<file path="src/rtl/walk_pkg.sv">
package walk_pkg;

    localparam int ENT_W   = 32;
    localparam int REF_BIT = 5;
    localparam int MOD_BIT = 6;

    localparam logic [2:0] FT_INVALID = 3'd1;
    localparam logic [2:0] FT_RSVD    = 3'd4;

    typedef enum logic [1:0] {
        ET_INVALID = 2'd0,
        ET_TABLE   = 2'd1,
        ET_PAGE    = 2'd2,
        ET_RSVD    = 2'd3
    } ent_type_e;

    typedef enum logic [1:0] {
        S_IDLE,
        S_READ,
        S_WBACK,
        S_RESP
    } wstate_e;

    function automatic logic [11:0] fault_code(input logic [1:0] lvl, input logic [2:0] ft);
        return {2'b00, lvl, 3'b000, ft, 2'b00};
    endfunction

endpackage

</file>
<file path="src/rtl/walk_addr.sv">
module walk_addr
    import walk_pkg::*;
#(
    parameter int CTX_W = 8
) (
    input  logic [31:0]      ctx_base,
    input  logic [CTX_W-1:0] ctx_id,
    input  logic [1:0]       lvl,
    input  logic [ENT_W-1:0] ent,
    input  logic [31:0]      va,
    output logic [31:0]      root_addr,
    output logic [31:0]      next_addr
);
    logic [7:0] idx;

    always_comb begin
        root_addr = (ctx_base << 4) + (32'(ctx_id) << 4);
        // index of the level below the entry just read
        case (lvl)
            2'd0:    idx = va[31:24];
            2'd1:    idx = {2'b00, va[23:18]};
            default: idx = {2'b00, va[17:12]};
        endcase
        next_addr = {ent[27:2], 6'b000000} + 32'({idx, 2'b00});
    end

endmodule

</file>
<file path="src/rtl/walk_decode.sv">
module walk_decode
    import walk_pkg::*;
#(
    parameter int PA_W = 36
) (
    input  logic [ENT_W-1:0] ent,
    input  logic [1:0]       lvl,
    input  logic [31:0]      va,
    input  logic             wr,
    output logic [11:0]      fault,
    output logic             is_page,
    output logic             is_table,
    output logic [PA_W-1:0]  pa,
    output logic [2:0]       perm,
    output logic [ENT_W-1:0] upd,
    output logic             need_wb
);
    ent_type_e   etype;
    logic [23:0] off;

    always_comb begin
        etype    = ent_type_e'(ent[1:0]);
        fault    = '0;
        is_page  = 1'b0;
        is_table = 1'b0;
        case (etype)
            ET_INVALID: fault = fault_code(lvl, FT_INVALID);
            ET_RSVD:    fault = fault_code(lvl, FT_RSVD);
            ET_PAGE: begin
                if (lvl == 2'd0) fault = fault_code(lvl, FT_RSVD);
                else             is_page = 1'b1;
            end
            default: begin
                if (lvl == 2'd3) fault = fault_code(lvl, FT_RSVD);
                else             is_table = 1'b1;
            end
        endcase

        case (lvl)
            2'd1:    off = va[23:0];
            2'd2:    off = {6'b0, va[17:0]};
            default: off = {12'b0, va[11:0]};
        endcase
        pa   = PA_W'({ent[31:8], 12'h000}) + PA_W'(off);
        perm = ent[4:2];

        upd = ent;
        upd[REF_BIT] = 1'b1;
        if (wr) upd[MOD_BIT] = 1'b1;
        need_wb = (upd != ent);
    end

endmodule

</file>
<file path="src/rtl/tbl_walker.sv">
module tbl_walker
    import walk_pkg::*;
#(
    parameter int CTX_W = 8,
    parameter int PA_W  = 36
) (
    input  logic             clk,
    input  logic             rst_n,
    input  logic             cfg_enable,
    input  logic [31:0]      cfg_ctx_base,
    input  logic [CTX_W-1:0] cfg_ctx_id,
    input  logic             req_valid,
    output logic             req_ready,
    input  logic [31:0]      req_vaddr,
    input  logic             req_write,
    input  logic             req_probe,
    input  logic [1:0]       req_probe_lvl,
    output logic             resp_valid,
    output logic [PA_W-1:0]  resp_paddr,
    output logic [2:0]       resp_perm,
    output logic [11:0]      resp_fault,
    output logic [31:0]      resp_entry,
    output logic             mem_req,
    output logic             mem_we,
    output logic [31:0]      mem_addr,
    output logic [31:0]      mem_wdata,
    input  logic             mem_rdy,
    input  logic [31:0]      mem_rdata
);
    typedef struct packed {
        wstate_e          st;
        logic [1:0]       lvl;
        logic [31:0]      addr;
        logic [ENT_W-1:0] ent;
        logic [31:0]      va;
        logic             wr;
        logic             probe;
        logic [1:0]       plvl;
        logic [PA_W-1:0]  pa;
        logic [2:0]       perm;
        logic [11:0]      flt;
        logic [ENT_W-1:0] rent;
    } walk_reg_t;

    walk_reg_t r_q, r_d;

    logic [31:0]      root_addr, next_addr;
    logic [11:0]      dec_fault;
    logic             dec_page, dec_table, dec_wb;
    logic [PA_W-1:0]  dec_pa;
    logic [2:0]       dec_perm;
    logic [ENT_W-1:0] dec_upd;

    walk_addr #(.CTX_W(CTX_W)) u_addr (
        .ctx_base (cfg_ctx_base),
        .ctx_id   (cfg_ctx_id),
        .lvl      (r_q.lvl),
        .ent      (mem_rdata),
        .va       (r_q.va),
        .root_addr(root_addr),
        .next_addr(next_addr)
    );

    walk_decode #(.PA_W(PA_W)) u_dec (
        .ent     (mem_rdata),
        .lvl     (r_q.lvl),
        .va      (r_q.va),
        .wr      (r_q.wr),
        .fault   (dec_fault),
        .is_page (dec_page),
        .is_table(dec_table),
        .pa      (dec_pa),
        .perm    (dec_perm),
        .upd     (dec_upd),
        .need_wb (dec_wb)
    );

    always_comb begin
        r_d = r_q;
        case (r_q.st)
            S_IDLE: begin
                if (req_valid) begin
                    r_d.va    = req_vaddr;
                    r_d.wr    = req_write;
                    r_d.probe = req_probe;
                    r_d.plvl  = req_probe_lvl;
                    r_d.lvl   = 2'd0;
                    r_d.pa    = '0;
                    r_d.perm  = '0;
                    r_d.flt   = '0;
                    r_d.rent  = '0;
                    if (!cfg_enable && !req_probe) begin
                        r_d.pa   = PA_W'(req_vaddr);
                        r_d.perm = 3'd3;
                        r_d.st   = S_RESP;
                    end else begin
                        r_d.addr = root_addr;
                        r_d.st   = S_READ;
                    end
                end
            end
            S_READ: begin
                if (mem_rdy) begin
                    if (r_q.probe) begin
                        if (dec_fault != '0) begin
                            r_d.rent = '0;
                            r_d.st   = S_RESP;
                        end else if (r_q.lvl == r_q.plvl || dec_page) begin
                            r_d.rent = mem_rdata;
                            r_d.st   = S_RESP;
                        end else begin
                            r_d.addr = next_addr;
                            r_d.lvl  = r_q.lvl + 2'd1;
                        end
                    end else if (dec_fault != '0) begin
                        r_d.flt = dec_fault;
                        r_d.st  = S_RESP;
                    end else if (dec_page) begin
                        r_d.pa   = dec_pa;
                        r_d.perm = dec_perm;
                        r_d.rent = dec_upd;
                        r_d.ent  = dec_upd;
                        r_d.st   = dec_wb ? S_WBACK : S_RESP;
                    end else if (dec_table) begin
                        r_d.addr = next_addr;
                        r_d.lvl  = r_q.lvl + 2'd1;
                    end
                end
            end
            S_WBACK: begin
                if (mem_rdy) r_d.st = S_RESP;
            end
            default: r_d.st = S_IDLE;
        endcase
    end

    always_ff @(posedge clk or negedge rst_n) begin
        if (!rst_n) begin
            r_q    <= '0;
            r_q.st <= S_IDLE;
        end else begin
            r_q <= r_d;
        end
    end

    assign req_ready  = (r_q.st == S_IDLE);
    assign resp_valid = (r_q.st == S_RESP);
    assign resp_paddr = r_q.pa;
    assign resp_perm  = r_q.perm;
    assign resp_fault = r_q.flt;
    assign resp_entry = r_q.rent;
    assign mem_req    = (r_q.st == S_READ) || (r_q.st == S_WBACK);
    assign mem_we     = (r_q.st == S_WBACK);
    assign mem_addr   = r_q.addr;
    assign mem_wdata  = r_q.ent;

endmodule

</file>
<file path="config.mk">
export PLATFORM = sky130hd
export DESIGN_NAME = tbl_walker
export DESIGN_NICKNAME = d
export VERILOG_FILES = /design/src/rtl/walk_pkg.sv /design/src/rtl/walk_addr.sv /design/src/rtl/walk_decode.sv /design/src/rtl/tbl_walker.sv
export SDC_FILE = /design/constraint.sdc
export NUM_CORES = 1
export LEC_CHECK = 0
export ABC_AREA = 1
export BUFFER_PORTS_ARGS = -buffer_cell sky130_fd_sc_hd__buf_2
export CORE_MARGIN = 4
export CORE_UTILIZATION = 45
export DETAILED_ROUTE_END_ITERATION = 10
export PLACE_DENSITY_LB_ADDON = 0.2
export SLEW_MARGIN = 15
export SYNTH_ARGS = -nofsm -noshare
export SYNTH_HDL_FRONTEND = slang
export SYNTH_SLANG_ARGS = --single-unit
</file>
<file path="constraint.sdc">
create_clock -name clk -period 7.2 [get_ports clk]
set_input_delay 0.36 -clock clk [delete_from_list [all_inputs] [get_ports clk]]
set_output_delay 0.36 -clock clk [all_outputs]
set_load 0.01 [all_outputs]
</file>
==> results.md <==
* Hold_ws at -0.002905 ns
* Synthesized flop and latch total at 177
* Routed WL per cell at ~18 um
* Period utilization at 0.5361
* Postcts setup bufs at 0
* Sequential share of power at 0.329
* H-tree depth at 4
* Total clock sinks at between 150 and 200
* Initial DRC count at just over 1000
* Synth Area per Inst at a little over 7 um2
* Post_cts resized at 0
* Area growth, synth to finish at 8.683%
* 1st-pass router iterations at 8
* RSZ-0062 raised after global routing: false
* Worst R2R Path Depth at 18
* Distinct cells, synth at between 40 and 50
* Setup_tns at 0 ns
* IO Pins at approximately 260
* Post-synthesis sequential area ratio at 0.3740
* Worst-margin pin slew at ~1 ns
* Setup slack, reg-to-reg at between 3 and 4 ns
* Post-DR vias/cell at 5.212
* Initial Util at 0.4558
* CTS tree: yes
* Clock-pin slew on the worst setup and hold paths at approximately 0.090 ns
* Area leader, netlist: dfrtp_1
* Max Cap Viol at 0
* Logic pwr share at 0.485
* Final setup violation count at 0
* CP startpoint kind: flip-flop
* Slew Limit Fails at 0
* Die Wd at around 170 um
* GRT overflow at 0
* Vias in the first global route at 10110
* FP Rows at 59
* Detailed-route DRC error count at 0
* Reg2reg end: mem_addr[26]
* Clk pwr share at 0.186
* Endpoint class of the critical path: flip-flop
* Core Util, Final at 0.4954
* Die Span Y at 170.2 um
* Port Buffers at around 250
* Total vias in the final route at between 10000 and 15000
* Die area at 28980 um2
* Hold Buf Count CTS at 0
* Switch Pwr at 2.412 mW
* Synth Warn # at 0
* Clock Tree Buf Depth at 2
* DPL Wire Length at 27.77 mm
* Net Sw Frac at 0.4633
* Synth Flop Type: dfrtp_1
* Fin nets at between 1500 and 2000
* Status: finished with violations
* Crit Path Max Fanout at 10
* Leakage at 6.930 nW
* Worst clock skew at between 0.015 and 0.02 ns
* Cells after Synth at between 1500 and 2000
* Asr flop ratio synth at 1.000
* Critical R2R Launch: r_q[183]
* CP endpoint: mem_addr[26]
* Hold Crit Class: primary input to async pin
* Worst EP arrival at 4.20 ns
* Post-synthesis cell area at between 10000 and 15000 um2
* Maximum vdd drop at approximately 0.00020 V
* P_int at ~2.8 mW
* First-pass GRT wire length at between 50 and 60 mm
* Clk root buf: clkbuf_16
* Drt total wl at roughly 36 mm
* CP Class: flip-flop to flip-flop
* Final Critical Period at between 3 and 4 ns
* Max Clock Freq at ~260 MHz
* PD cells at roughly 400 nW/um2
* Relative slew slack at 0.3234
* Pin count of the biggest net entering global routing at approximately 110
* Clock buffers created by TritonCTS at 17
* Area contributors post-synth: dfrtp_1 (37%), nand2_1 (14%), buf_4 (9.8%)
* Post-synth EDFFs at 0
* GP Congestion at approximately 0.99
* Violated checks: negative hold slack
* Crit. Startpoint: r_q[183]
* Clock Latency Late Sink at 0.45 ns
* Post-DRT Antenna Nets at 0
* Worst path required time at around 7.5 ns
* Synth top area share at 0.3740
* Layout cells sized above 1 at 0.2058
* Antenna violations before repair at 8
* Final Hold Viols at 1
* Core Area at 25980 um2
* Tot GR Track Use at 0.2476
[registers in the layout, summed over array words and instances (netlist names)]
signal and cells:
resp_fault 4, r_q 40, resp_paddr 36, mem_wdata 32, resp_perm 3, mem_addr 30, resp_entry 32
[worst min path at each step]
stage	from	slack (ns)	end	cells after the start
floorplan	rst_n	0.06	mem_addr[10]	0
global placement	mem_wdata[5]	0.45	mem_wdata[5]	1
detailed placement	mem_wdata[30]	0.46	mem_wdata[30]	2
CTS	rst_n	0.08	mem_wdata[5]	1
global route	rst_n	0.11	mem_wdata[5]	1
finish	rst_n	-0.003	mem_wdata[5]	1
[cells in the mapped netlist (3+ instances only)]
cell	number
nor3_1	9
buf_2	14
o21bai_1	3
nand3b_1	6
o22ai_1	16
or2_2	5
o31ai_1	5
a31oi_1	8
o211ai_1	3
nand3_1	98
nor2_1	176
ha_1	32
nand4_1	18
dfrtp_1	177
clkbuf_1	23
inv_2	10
buf_4	155
mux2_2	15
nand2_2	5
xor2_1	5
xnor2_1	3
nand2_1	434
fa_1	3
a21oi_1	121
inv_1	161
o21ai_0	67
o21ai_1	13
o31ai_2	21
[routing by layer]
layer	vias to the layer above	part of all wire	GRT usage
met5	-	0.0018	0
met4	10	0.022	0.07326
met3	63	0.077	0.05459
met2	374	0.45	0.3836
met1	5057	0.45	0.3495
li1	5274	-	-
[stage by stage]
stage                     instance area (um2)  setup slack [ns]  total power, mW  cells  hold slack (ns)
after global placement                  12260             3.512            4.208   2033           0.4488
final                                   12870             3.340            5.207   2068        -0.002905
after CTS                               12860             3.375            5.247   2065          0.08300
after global routing                    12870             3.078            5.605   2068           0.1076
after floorplan                         11880             4.236            3.817   1638          0.06441
after detailed placement                12260             3.396            4.257   2033           0.4572
[critical path, cell delays in order, from the launching register on]
cell and delay (ns):
dfrtp_1 0.47, inv_1 0.13, ha_1 0.40, nor2_1 0.40
inv_2 0.13, o211ai_1 0.19, ha_1 0.25, inv_1 0.07
fa_1 0.40, inv_1 0.08, nand3_1 0.09, nand2_1 0.19
nand2_1 0.18, nor2_2 0.23, nand4_1 0.16, o21ai_1 0.16
nand2_1 0.08, nand2_1 0.06, nand2_1 0.08
[power by group through the flow]
stage,Combinational [mW],Clock (mW),Sequential (mW)
after detailed placement,2.53,0,1.73
after global placement,2.49,0,1.72
after floorplan,2.18,0,1.64
after CTS,2.54,0.990,1.71
after global routing,2.81,1.04,1.76
final,2.52,0.969,1.71
[cells by family after synthesis]
kind of cell               Yosys count  synth area share
buffers and inverters              368            0.1686
and+or+nand+nor                    759            0.2646
muxes                               15           0.01426
xor gates and xnor gates             8          0.005916
adders and majority gates           35           0.03888
AOI/OAI and AO/OA                  266            0.1334
other                                1         0.0003166
DFF                                177            0.3740
[cell usage in the layout, fill, tap and decap left out, types with 2 or more instances in the layout]
master	synthesis	routed
xor2_1	5	5
nand4_1	18	18
nand2_1	434	433
buf_2	14	248
clkbuf_16	0	17
nand3b_1	6	6
fa_1	3	3
o22ai_1	16	16
inv_6	0	4
o21ai_0	67	67
o31ai_1	5	5
mux2_2	15	15
conb_1	1	10
o211ai_1	3	3
nand3_1	98	98
ha_1	32	32
or2_2	5	5
xnor2_1	3	3
buf_4	155	7
a31oi_1	8	8
nor3_1	9	9
o21bai_1	3	3
inv_2	10	10
nor2_2	2	3
a21o_1	2	2
a21oi_1	121	121
clkinv_8	0	5
nand2_2	5	6
inv_8	0	3
nor2_1	176	175
inv_1	161	161
diode_2	0	3
dfrtp_1	177	177
o21ai_1	13	13
o31ai_2	21	21
a211oi_1	2	2
[layout make-up]
class                      count  area (um2)
clock inverter                15       182.7
antenna                        3       7.507
timing repair buffer         256        1305
clock buffer                  17       425.4
sequential                   177        4429
tap                          335       419.2
multi-input combinational   1093        5456
fill                        2683       13110
inverter                     172       646.9
Note: power is estimated with default switching activity, not from simulation.
